**src/rtl/oct_seq_pkg.sv**
```systemverilog
package oct_seq_pkg;

    typedef enum logic [2:0] {
        OP_SYNC_RD  = 3'd0,
        OP_SYNC_WR  = 3'd1,
        OP_LIN_RD   = 3'd2,
        OP_LIN_WR   = 3'd3,
        OP_REG_RD   = 3'd4,
        OP_REG_WR   = 3'd5,
        OP_GLB_RST  = 3'd6,
        OP_ILLEGAL  = 3'd7
    } op_e;

    typedef enum logic [2:0] {
        S_IDLE  = 3'd0,
        S_CMD   = 3'd1,
        S_ADDR  = 3'd2,
        S_LAT   = 3'd3,
        S_WDATA = 3'd4,
        S_RDATA = 3'd5,
        S_DONE  = 3'd6
    } st_e;

    localparam int CMD_SLOTS = 2;

    function automatic logic [7:0] op_code(input op_e op);
        unique case (op)
            OP_SYNC_RD: op_code = 8'h00;
            OP_SYNC_WR: op_code = 8'h80;
            OP_LIN_RD:  op_code = 8'h20;
            OP_LIN_WR:  op_code = 8'hA0;
            OP_REG_RD:  op_code = 8'h40;
            OP_REG_WR:  op_code = 8'hC0;
            OP_GLB_RST: op_code = 8'hFF;
            default:    op_code = 8'hFF;
        endcase
    endfunction

    function automatic logic op_is_read(input op_e op);
        op_is_read = (op == OP_SYNC_RD) || (op == OP_LIN_RD) || (op == OP_REG_RD);
    endfunction

    function automatic logic op_is_reg(input op_e op);
        op_is_reg = (op == OP_REG_RD) || (op == OP_REG_WR);
    endfunction

    function automatic logic op_legal(input logic [2:0] code);
        op_legal = (code != 3'd7);
    endfunction

endpackage

```
**src/rtl/oct_hdr_mux.sv**
```systemverilog
module oct_hdr_mux
    import oct_seq_pkg::*;
#(
    parameter int ADDR_W = 32,
    localparam int NBYTES = ADDR_W / 8,
    localparam int SLOT_W = $clog2(CMD_SLOTS + NBYTES),
    localparam int AIDX_W = $clog2(NBYTES)
) (
    input  op_e                op,
    input  logic [ADDR_W-1:0]  addr,
    input  logic [SLOT_W-1:0]  slot,
    output logic [7:0]         hdr_byte
);

    logic [7:0]        abyte [NBYTES];
    logic [AIDX_W-1:0] idx;

    // Address bytes, most significant first
    for (genvar gi = 0; gi < NBYTES; gi++) begin : g_abyte
        assign abyte[gi] = addr[ADDR_W-1-8*gi -: 8];
    end

    assign idx = AIDX_W'(slot - SLOT_W'(CMD_SLOTS));

    always_comb begin
        if (slot < SLOT_W'(CMD_SLOTS)) begin
            hdr_byte = op_code(op);
        end else if (op_is_reg(op)) begin
            hdr_byte = (idx == AIDX_W'(NBYTES - 1)) ? abyte[NBYTES-1] : 8'h00;
        end else begin
            hdr_byte = abyte[idx];
        end
    end

endmodule

```
**src/rtl/oct_rd_capture.sv**
```systemverilog
module oct_rd_capture #(
    parameter int DW = 8
) (
    input  logic          clk,
    input  logic          rst_n,
    input  logic          en,
    input  logic          strobe_in,
    input  logic [DW-1:0] bus_in,
    output logic          cap_edge,
    output logic          rd_valid,
    output logic [DW-1:0] rd_data
);

    logic strobe_q;

    assign cap_edge = en && (strobe_in != strobe_q);

    always_ff @(posedge clk or negedge rst_n) begin
        if (!rst_n) begin
            strobe_q <= 1'b0;
            rd_valid <= 1'b0;
            rd_data  <= '0;
        end else begin
            strobe_q <= strobe_in;
            rd_valid <= cap_edge;
            if (cap_edge) begin
                rd_data <= bus_in;
            end
        end
    end

    // no byte appears unless capture was enabled one slot earlier
    p_capture_only_enabled_r8: assert property (@(posedge clk) disable iff (!rst_n)
        rd_valid |-> $past(en));

endmodule

```
**src/rtl/oct_seq_fsm.sv**
```systemverilog
module oct_seq_fsm
    import oct_seq_pkg::*;
#(
    parameter int ADDR_W = 32,
    parameter int LEN_W  = 11,
    parameter int LAT_W  = 3,
    localparam int NBYTES = ADDR_W / 8,
    localparam int SLOT_W = $clog2(CMD_SLOTS + NBYTES),
    localparam int CW     = LEN_W + 1
) (
    input  logic              clk,
    input  logic              rst_n,
    input  logic              req_valid,
    input  logic [2:0]        req_op,
    input  logic [ADDR_W-1:0] req_addr,
    input  logic [LEN_W-1:0]  req_len,
    input  logic [LAT_W-1:0]  rd_lat,
    input  logic [LAT_W-1:0]  wr_lat,
    input  logic              cap_edge,
    input  logic [7:0]        hdr_byte,
    input  logic [7:0]        wr_data,
    input  logic              wr_mask,
    output logic              req_ready,
    output op_e               op_o,
    output logic [ADDR_W-1:0] addr_o,
    output logic [SLOT_W-1:0] hdr_slot,
    output logic              cap_en,
    output logic              wr_ready,
    output logic              done,
    output logic              cs_n,
    output logic              ck_rise,
    output logic [7:0]        dq_out,
    output logic              dq_oe,
    output logic              dm_out,
    output logic              dm_oe
);

    st_e               st, st_n;
    logic [CW-1:0]     cnt;
    logic              phase;
    op_e               op_q;
    logic [ADDR_W-1:0] addr_q;
    logic [LEN_W-1:0]  len_q;
    logic [LAT_W-1:0]  lat_q;

    logic [CW-1:0]     lat_slots;
    logic [CW-1:0]     wr_slots;
    logic [CW-1:0]     len_ext;
    logic              in_len;
    logic              is_rd;
    logic              active;
    st_e               data_st;

    assign len_ext   = CW'(len_q);
    assign lat_slots = CW'({lat_q, 1'b0});
    assign wr_slots  = (len_q == '0) ? CW'(2) : ((len_ext + CW'(1)) & ~CW'(1));
    assign in_len    = cnt < len_ext;
    assign is_rd     = op_is_read(op_q);
    assign data_st   = is_rd ? S_RDATA : S_WDATA;
    assign active    = (st != S_IDLE) && (st != S_DONE);

    // Next-state decision
    always_comb begin
        st_n = st;
        unique case (st)
            S_IDLE: begin
                if (req_valid && op_legal(req_op)) st_n = S_CMD;
            end
            S_CMD: begin
                if (cnt == CW'(CMD_SLOTS - 1)) begin
                    st_n = (op_q == OP_GLB_RST) ? S_DONE : S_ADDR;
                end
            end
            S_ADDR: begin
                if (cnt == CW'(NBYTES - 1)) begin
                    if (is_rd && (len_q == '0)) st_n = S_DONE;
                    else if (lat_q == '0)       st_n = data_st;
                    else                        st_n = S_LAT;
                end
            end
            S_LAT: begin
                if (cnt == lat_slots - CW'(1)) st_n = data_st;
            end
            S_WDATA: begin
                if (cnt == wr_slots - CW'(1)) st_n = S_DONE;
            end
            S_RDATA: begin
                if (cap_edge && (cnt == len_ext - CW'(1))) st_n = S_DONE;
            end
            S_DONE: begin
                st_n = S_IDLE;
            end
            default: st_n = S_IDLE;
        endcase
    end

    // State register
    always_ff @(posedge clk or negedge rst_n) begin
        if (!rst_n) st <= S_IDLE;
        else        st <= st_n;
    end

    // Slot counter, half-clock phase and request capture
    always_ff @(posedge clk or negedge rst_n) begin
        if (!rst_n) begin
            cnt    <= '0;
            phase  <= 1'b0;
            op_q   <= OP_SYNC_RD;
            addr_q <= '0;
            len_q  <= '0;
            lat_q  <= '0;
        end else begin
            if (st == S_IDLE) begin
                phase <= 1'b0;
                if (st_n == S_CMD) begin
                    op_q   <= op_e'(req_op);
                    addr_q <= req_addr;
                    len_q  <= req_len;
                    lat_q  <= op_is_read(op_e'(req_op)) ? rd_lat : wr_lat;
                end
            end else if (active) begin
                phase <= ~phase;
            end
            if (st_n != st)          cnt <= '0;
            else if (st == S_RDATA)  cnt <= cnt + CW'(cap_edge);
            else if (active)         cnt <= cnt + CW'(1);
        end
    end

    assign op_o     = op_q;
    assign addr_o   = addr_q;
    assign hdr_slot = (st == S_CMD) ? SLOT_W'(cnt) : SLOT_W'(cnt + CW'(CMD_SLOTS));

    // Outputs from state
    always_comb begin
        req_ready = 1'b0;
        done      = 1'b0;
        cs_n      = 1'b1;
        ck_rise   = 1'b0;
        dq_out    = 8'h00;
        dq_oe     = 1'b0;
        dm_out    = 1'b0;
        dm_oe     = 1'b0;
        wr_ready  = 1'b0;
        cap_en    = 1'b0;
        unique case (st)
            S_IDLE: begin
                req_ready = 1'b1;
            end
            S_CMD, S_ADDR: begin
                cs_n    = 1'b0;
                ck_rise = ~phase;
                dq_oe   = 1'b1;
                dq_out  = hdr_byte;
            end
            S_LAT: begin
                cs_n    = 1'b0;
                ck_rise = ~phase;
            end
            S_WDATA: begin
                cs_n     = 1'b0;
                ck_rise  = ~phase;
                dq_oe    = 1'b1;
                dm_oe    = 1'b1;
                wr_ready = in_len;
                dq_out   = in_len ? wr_data : 8'h00;
                dm_out   = in_len ? wr_mask : 1'b1;
            end
            S_RDATA: begin
                cs_n    = 1'b0;
                ck_rise = ~phase;
                cap_en  = 1'b1;
            end
            S_DONE: begin
                done = 1'b1;
            end
            default: ;
        endcase
    end

    // bus is never driven without the select low
    p_oe_needs_cs_r6: assert property (@(posedge clk) disable iff (!rst_n)
        dq_oe |-> !cs_n);
    // done lasts one slot
    p_done_single_r9: assert property (@(posedge clk) disable iff (!rst_n)
        done |=> !done);
    // done slot has select released
    p_done_cs_high_r9: assert property (@(posedge clk) disable iff (!rst_n)
        done |-> cs_n);
    // half-clock marker alternates while selected
    p_clk_alternates_r10: assert property (@(posedge clk) disable iff (!rst_n)
        (!cs_n && $past(!cs_n)) |-> (ck_rise != $past(ck_rise)));
    // the first instruction slot is a rising half
    p_hdr_first_rise_r2: assert property (@(posedge clk) disable iff (!rst_n)
        (!cs_n && $past(req_ready)) |-> (ck_rise && dq_oe));
    // bus released during latency
    p_lat_released_r5: assert property (@(posedge clk) disable iff (!rst_n)
        (st == S_LAT) |-> (!dq_oe && !cs_n));
    // pad slots are masked
    p_pad_masked_r7: assert property (@(posedge clk) disable iff (!rst_n)
        (dm_oe && !wr_ready) |-> dm_out);
    // an illegal operation leaves the sequencer idle
    p_bad_op_ignored_r12: assert property (@(posedge clk) disable iff (!rst_n)
        (req_ready && req_valid && (req_op == 3'd7)) |=> (req_ready && cs_n));

endmodule

```
**src/rtl/oct_ddr_seq.sv**
```systemverilog
module oct_ddr_seq
    import oct_seq_pkg::*;
#(
    parameter int ADDR_W = 32,
    parameter int LEN_W  = 11,
    parameter int LAT_W  = 3,
    localparam int NBYTES = ADDR_W / 8,
    localparam int SLOT_W = $clog2(CMD_SLOTS + NBYTES)
) (
    input  logic              clk,
    input  logic              rst_n,
    input  logic              req_valid,
    output logic              req_ready,
    input  logic [2:0]        req_op,
    input  logic [ADDR_W-1:0] req_addr,
    input  logic [LEN_W-1:0]  req_len,
    input  logic [LAT_W-1:0]  rd_lat,
    input  logic [LAT_W-1:0]  wr_lat,
    input  logic [7:0]        wr_data,
    input  logic              wr_mask,
    output logic              wr_ready,
    output logic [7:0]        rd_data,
    output logic              rd_valid,
    output logic              done,
    output logic              cs_n,
    output logic              ck_rise,
    output logic [7:0]        dq_out,
    output logic              dq_oe,
    input  logic [7:0]        dq_in,
    output logic              dqs_dm_out,
    output logic              dqs_dm_oe,
    input  logic              dqs_in
);

    op_e               op_w;
    logic [ADDR_W-1:0] addr_w;
    logic [SLOT_W-1:0] slot_w;
    logic [7:0]        hdr_w;
    logic              cap_en_w;
    logic              cap_edge_w;

    oct_seq_fsm #(
        .ADDR_W (ADDR_W),
        .LEN_W  (LEN_W),
        .LAT_W  (LAT_W)
    ) u_fsm (
        .clk       (clk),
        .rst_n     (rst_n),
        .req_valid (req_valid),
        .req_op    (req_op),
        .req_addr  (req_addr),
        .req_len   (req_len),
        .rd_lat    (rd_lat),
        .wr_lat    (wr_lat),
        .cap_edge  (cap_edge_w),
        .hdr_byte  (hdr_w),
        .wr_data   (wr_data),
        .wr_mask   (wr_mask),
        .req_ready (req_ready),
        .op_o      (op_w),
        .addr_o    (addr_w),
        .hdr_slot  (slot_w),
        .cap_en    (cap_en_w),
        .wr_ready  (wr_ready),
        .done      (done),
        .cs_n      (cs_n),
        .ck_rise   (ck_rise),
        .dq_out    (dq_out),
        .dq_oe     (dq_oe),
        .dm_out    (dqs_dm_out),
        .dm_oe     (dqs_dm_oe)
    );

    oct_hdr_mux #(
        .ADDR_W (ADDR_W)
    ) u_hdr (
        .op       (op_w),
        .addr     (addr_w),
        .slot     (slot_w),
        .hdr_byte (hdr_w)
    );

    oct_rd_capture #(
        .DW (8)
    ) u_cap (
        .clk       (clk),
        .rst_n     (rst_n),
        .en        (cap_en_w),
        .strobe_in (dqs_in),
        .bus_in    (dq_in),
        .cap_edge  (cap_edge_w),
        .rd_valid  (rd_valid),
        .rd_data   (rd_data)
    );

endmodule

```
**config.mk**
```make
export PLATFORM = sky130hd
export DESIGN_NAME = oct_ddr_seq
export DESIGN_NICKNAME = d
export VERILOG_FILES = /design/src/rtl/oct_seq_pkg.sv /design/src/rtl/oct_hdr_mux.sv /design/src/rtl/oct_rd_capture.sv /design/src/rtl/oct_seq_fsm.sv /design/src/rtl/oct_ddr_seq.sv
export SDC_FILE = /design/constraint.sdc
export NUM_CORES = 1
export LEC_CHECK = 0
export BUFFER_PORTS_ARGS = -buffer_cell sky130_fd_sc_hd__buf_2
export CORE_MARGIN = 3
export CORE_UTILIZATION = 55
export CTS_CLUSTER_DIAMETER = 80
export CTS_CLUSTER_SIZE = 8
export DETAILED_ROUTE_END_ITERATION = 8
export PLACE_DENSITY = 0.84
export SYNTH_ARGS = -nofsm -noshare
export SYNTH_HDL_FRONTEND = slang
export SYNTH_HIERARCHICAL = 1
export SYNTH_SLANG_ARGS = --single-unit
```
**constraint.sdc**
```tcl
create_clock -name clk -period 8 [get_ports clk]
set_clock_uncertainty 0.15 [all_clocks]
set_input_delay 0.4 -clock clk [delete_from_list [all_inputs] [get_ports clk]]
set_output_delay 0.4 -clock clk [all_outputs]
set_load 0.05 [all_outputs]
```
Word-level counts from Yosys, hierarchy flattened --
Index checks and enable logic that the tools add are counted.
Operators by class: add/subtract/negate cells 8, order comparisons 3, equality and inequality tests 25, mux-type cells 38, bitwise operators 2, reductions and logical operators 22
Operator list (count):
- $mux 12 | 4
- $mux 8 | 6
- $pmux 8 s6 | 1
- $eq 12x12->1 | 3
- $mux 3 | 11
- $eq 3x3->1 const B | 7
- $pmux 3 s6 | 1
- $bmux 8 s2 | 1
- $pmux 8 s2 | 1
- $eq 3x2->1 const B | 5
- $mux 1 | 13
- $add 11x1->12 const B | 1
- $add 12x1->12 | 1
- $add 12x1->12 const B | 1
- $eq 12x1->1 const B | 1
- $eq 12x2->1 const B | 1
- $logic_not 3->1 | 4
- $lt 12x11->1 | 1
- $sub 11x1->12 const B | 1
- $sub 12x1->12 const B | 1
- $logic_not 11->1 | 1
- $eq 3x1->1 const B | 3
- $ne 3x3->1 const B | 2
- $reduce_bool 3->1 | 2
- other kinds (17) | 25
Storage, ports and cells: flip-flop bits (word level) 75, bits of input ports 73

Logic depth before layout (Yosys ltp) --
depth after elaboration 10, mapped depth 13, gate-level depth less buffers 13

Cells and area by module --
Netlist, hierarchy kept.
Modules (own cells, without submodules):
- oct_seq_fsm | instances 1, cells an instance 557, area each 4772.1 sq um, sequential area each 1626.6 sq um
- oct_hdr_mux | instances 1, cells an instance 54, area each 382.9 sq um, sequential area each 0.0 sq um
- oct_rd_capture | instances 1, cells an instance 21, area each 359.1 sq um, sequential area each 250.2 sq um

Worst setup path after synthesis --
No wires, ideal clock.
path type reg2out, start point register u_fsm.len_q[1], end point output port dq_out[0], data arrival time 3.494 ns, slack 3.956 ns, stages on the path, launching flop included 12, path buffers 1, path through dfrtp_1 -> buf_4 -> inv_1 -> ha_1 -> nor2b_1 -> o21a_1 -> o21a_1 -> o21a_1 -> o21ai_0 -> a221oi_1 -> nor4_2 -> a22o_1
Between the ends: longest elaborated chain between the ends 3
Ends and longest elaborated chain:
- start: declaration | RTL line oct_seq_fsm.sv:43 | logic [LEN_W-1:0] len_q;
- start signal: assignment | RTL line oct_seq_fsm.sv:118 | len_q <= req_len;
- $lt 12x11->1 | RTL line oct_seq_fsm.sv:57 | assign in_len = cnt < len_ext;
- $mux 8 | RTL line oct_seq_fsm.sv:166 | dq_out = in_len ? wr_data : 8'h00;
- $pmux 8 s2 | RTL line oct_seq_fsm.sv:146 | unique case (st)
- end: declaration | RTL line oct_ddr_seq.sv:27 | output logic [7:0] dq_out,
No other way between the ends.

Worst setup path in the final report --
start point register u_fsm.cnt[0], end point output port dq_out[7]
Between the ends: longest elaborated chain between the ends 10, elaborated cells between the ends (all ways) 15, those cells by class add/sub: 2; order compare: 2; eq/ne: 1; mux: 9; bitwise: 1
Ends and longest elaborated chain:
- start: declaration | RTL line oct_seq_fsm.sv:39 | logic [CW-1:0] cnt;
- start signal: assignment | RTL line oct_seq_fsm.sv:125 | else if (st == S_RDATA) cnt <= cnt + CW'(cap_edge);
- start signal: assignment | RTL line oct_seq_fsm.sv:126 | else if (active) cnt <= cnt + CW'(1);
- $add 3x2->3 | RTL line oct_seq_fsm.sv:132 | assign hdr_slot = (st == S_CMD) ? SLOT_W'(cnt) : SLOT_W'(cnt + CW'(CMD_SLOTS));
- $mux 3 | RTL line oct_seq_fsm.sv:132
- $sub 2x2->2 | RTL line oct_hdr_mux.sv:23 | assign idx = AIDX_W'(slot - SLOT_W'(CMD_SLOTS));
- $not 2->3 (not written as such) | RTL line oct_hdr_mux.sv:31 | hdr_byte = abyte[idx];
- $bmux 8 s2 | RTL line oct_hdr_mux.sv:31
- $mux 8 (not written as such) (2 in a row) | RTL line oct_hdr_mux.sv:31
- $mux 8 | RTL line oct_hdr_mux.sv:28 | end else if (op_is_reg(op)) begin
- $mux 8 | RTL line oct_hdr_mux.sv:26 | if (slot < SLOT_W'(CMD_SLOTS)) begin
- $pmux 8 s2 (*) | RTL line oct_seq_fsm.sv:146
Mark *: on every way between the ends. The rest lies on a longest branch, timed or not. The select of a mux whose other input is x is not followed.

==> flow_metrics.py <==
metrics = {
    "clocking": {
        "clock_tree_from_tritoncts": "yes",
        "cts-root-to-sink-buffers": 2,
        "worstSkewPairLatency_ps": 340,
        "clockRootBuffer": "clkbuf_8",
        "cts_made_buffers": 9,
        "clk_pin_slew_worst_paths_ps": 80,
        "cts.sinks": 75,
        "post_cts.repair.setup_buffers": 0,
        "resized_cells_post_cts": 0,
        "htree_levels": 3,
        "cts_hold_repair.buffers": 0,
    },
    "synthesis": {
        "synthesis.area_um2": 5510,
        "yosysSeqAreaShare": 0.340,
        "yosysTopAreaCell": "dfrtp_1",
        "synth-async-reset-ratio": 1.00,
        "synth.top_cell.area_share": 0.340,
        "yosysMostFrequentCell": "nand2_1",
        "dominantRegCellSynth": "dfrtp_1",
        "number_of_synthesized_flops_with_an_enable_pin": 0,
        "instance_count_of_the_mapped_netlist": 632,
        "synth-warning-count": 6,
        "synth_cell_types": 81,
        "postSynthRegisterBits": 75,
        "most_common_library_cells_after_synthesis": "135 x nand2_1, 75 x dfrtp_1, 34 x o21ai_0",
        "mean_syn_cell_area_um2": 8.72,
        "mappedNetlistNets": 725,
        "ys_top_cells_by_area": "dfrtp_1 34%, nand2_1 9.2%, ha_1 4.5%, xnor2_1 4.3%, o21ai_0 3.1%",
    },
    "floorplanning": {
        "die_area_um2": 11300,
        "io_pins": 98,
        "die_h_um": 106,
        "floorplan.initialDensity": 0.580,
        "placement_rows": 35,
        "placeableCoreArea_um2": 9500,
        "die_width_um": 106,
    },
    "min_path": {
        "hold_path.class": "input port to flip-flop",
    },
    "drt": {
        "wirelength_mm": 14.4,
        "antenna_left": 0,
        "dr.pass1.iters": 5,
        "routed_via_count_divided_by_cell_count": 5.94,
        "wl_met3_mm": 1.00,
        "routed-wl-met2_mm": 6.79,
        "detail_route.iter0.violations": 413,
        "num_vias": 4946,
        "wire_length_per_cell_um": 17.2,
        "drc": 0,
        "detail_route.wirelength.met1_mm": 6.26,
        "top_layer": "met4",
    },
    "setup_path": {
        "start_kind": "flip-flop",
        "critical_path_peak_fanout": 26,
        "ordered_cell_list_for_the_critical_path": "inv_1 > ha_1 > nor2b_1 > o21a_1 > o21a_1 > o21a_1 > o21ai_0 > a221oi_1 > nor4_2 > a22o_1 > buf_2",
        "worst-endpoint-arrival_ps": 3840,
        "cp_data_required_time_ps": 7450,
        "crit-reg2reg-launch": "u_fsm/len_q[4]",
        "reg2reg_setup_slack_ps": 3780,
        "cpMostUsedCell": "o21a_1",
        "timing_worst_setup_path_type": "flip-flop to primary output",
        "cp_startpoint": "u_fsm/cnt[0]",
        "worst_path_largest_cell_delay_ps": 860,
        "worst_setup_path_end_kind": "primary output",
        "cpMaxStageDelayCell": "nor4_2",
        "r2r-end": "u_fsm/cnt[1]",
        "crit_cells": 11,
        "cp-endpoint": "dq_out[7]",
        "cp_top_family": "compound AO/OA/AOI/OAI gates",
        "timing.reg2reg.worst_path_depth": 10,
        "critical_path_buf_inv_count": 2,
    },
    "global_routing": {
        "track_usage": 0.256,
        "grt_antenna_before_repair": 0,
        "grt-ovfl-total": 0,
        "first_global_vias": 4656,
        "grt_start_max_net_pins": 76,
        "grt_pass1_wl_mm": 23.2,
    },
    "timing": {
        "slew_violations": 0,
        "finalSetupTns_ps": 0,
        "timing.slew.headroom": 0.195,
        "final_min_period_over_clock_period": 0.548,
        "maxClockFrequency_mhz": 228,
        "grt_setup_unrepaired": "false",
        "final-setup-viol-count": 0,
        "max_slew.worst_pin.slew_ps": 1200,
        "finalHoldViolations": 0,
        "fin_crit_ps": 4390,
    },
    "layout": {
        "finalNonFillerCells": 833,
        "insertedDiodeCount": 0,
        "num-nets-final": 792,
        "layout-area-overhead-vs-synth_pct": 10.4,
        "layout-drive-gt1-share": 0.239,
        "final_util": 0.641,
    },
    "power": {
        "max-vdd-ir-drop_v": 0.0000973,
        "pwr_density_cell_nw_per_um2": 111,
        "leakage_nw": 2.96,
    },
    "placement": {
        "post-place-cells": 817,
        "place.port_buffers": 97,
        "place_hpwl_mm": 10.7,
        "gp_congestion": 0.957,
    },
    "outcome": {
        "status": "complete, no violations",
    },
    "run": {
        "count_of_max_cap_constraint_violations": 0,
    },
}
## stage by stage
stage | cell area (um2) | power, mW | hold WS, ps | setup slack [ps]
after global placement | 5910 | 0.414 | 299 | 4010
after floorplan | 5510 | 0.389 | -45.6 | 3960
after detailed placement | 5910 | 0.415 | 307 | 3890
after global routing | 6090 | 0.707 | 14.7 | 3390
after CTS | 6090 | 0.684 | 20.4 | 3630
final | 6090 | 0.677 | 34.3 | 3610
## worst register-to-register path, cell delays in order, from the launching register on
cell and delay [ps]:
dfrtp_1 590, nor4_2 430, and4_1 370, nand2b_1 140
ha_1 230, xor2_1 140, nand3_1 110, a2111oi_0 460
nand4_1 200, o31ai_2 970, a221oi_1 240
## flip-flops by register name (all words and copies together), names as in the netlist
name	flops
u_cap/strobe_q	1
u_fsm/st	3
u_fsm/addr_o	32
u_fsm/cnt	12
u_cap/rd_data	8
u_fsm/len_q	11
u_fsm/phase	1
u_cap/rd_valid	1
u_fsm/lat_q	3
u_fsm/op_o	3
## layout make-up
cell class	instances	area, um2
Fill cell	810	3410
Multi-Input combinational cell	482	3240
Sequential cell	75	1880
Timing Repair Buffer	101	515
Tap cell	129	161
Clock buffer	11	141
Inverter	30	113
Clock inverter	5	37.5
## layout by cell type, fill, tap and decap left out, types with 5 or more instances in the layout
cell type / count
nand2_1: 135
buf_2: 97
dfrtp_1: 75
o21ai_0: 34
inv_1: 29
xnor2_1: 27
nand3_1: 20
ha_1: 20
xor2_1: 17
a21oi_1: 17
nor2_1: 16
mux2_2: 15
nor3_1: 13
mux2i_1: 13
nor4_1: 12
nand4_1: 11
clkbuf_8: 10
a211oi_2: 10
a22o_1: 9
or3_1: 8
o211ai_1: 5
a32o_1: 5
## where the power goes
| part | total [mW] | leakage (nW) | switching (mW) | internal [mW] |
|---|---|---|---|---|
| Combinational | 0.0277 | 1.92 | 0.0138 | 0.0139 |
| Clock | 0.270 | 0.0859 | 0.148 | 0.122 |
| Sequential | 0.379 | 0.953 | 0.000105 | 0.379 |
| Total | 0.677 | 2.96 | 0.162 | 0.515 |
## worst min path at each step
| stage | start | endpoint | slack [ps] | depth (start not counted) |
|---|---|---|---|---|
| 3_3_place_gp | u_fsm/addr_o[14] | u_fsm/addr_o[14] | 300 | 2 |
| 5_1_grt | dqs_in | u_cap/strobe_q | 10 | 1 |
| 3_5_place_dp | u_fsm/addr_o[14] | u_fsm/addr_o[14] | 310 | 2 |
| 2_1_floorplan | rst_n | u_cap/rd_data[0] | -50 | 0 |
| 4_1_cts | dqs_in | u_cap/strobe_q | 20 | 1 |
| 6_report | dqs_in | u_cap/strobe_q | 30 | 1 |
## cells by family (layout without fill, tap and decap cells)
group                    count (synthesis)  after routing  share of synthesized area
AND/OR/NAND/NOR                        261            261                      0.241
flip-flops                              75             75                      0.340
AO/OA/AOI/OAI                          128            128                      0.173
buffers and inverters                   75            147                     0.0722
XOR/XNOR                                45             45                     0.0742
multiplexers                            28             28                     0.0542
adder cells (fa/ha/maj)                 20             20                     0.0454
## routing by layer
layer  up-vias  GRT usage
met4         0     0.0759
met5         -          0
li1       2380          -
met1      2358      0.351
met3        24     0.0474
met2       184      0.414
No activity file was read; power rests on OpenSTA's default activity.
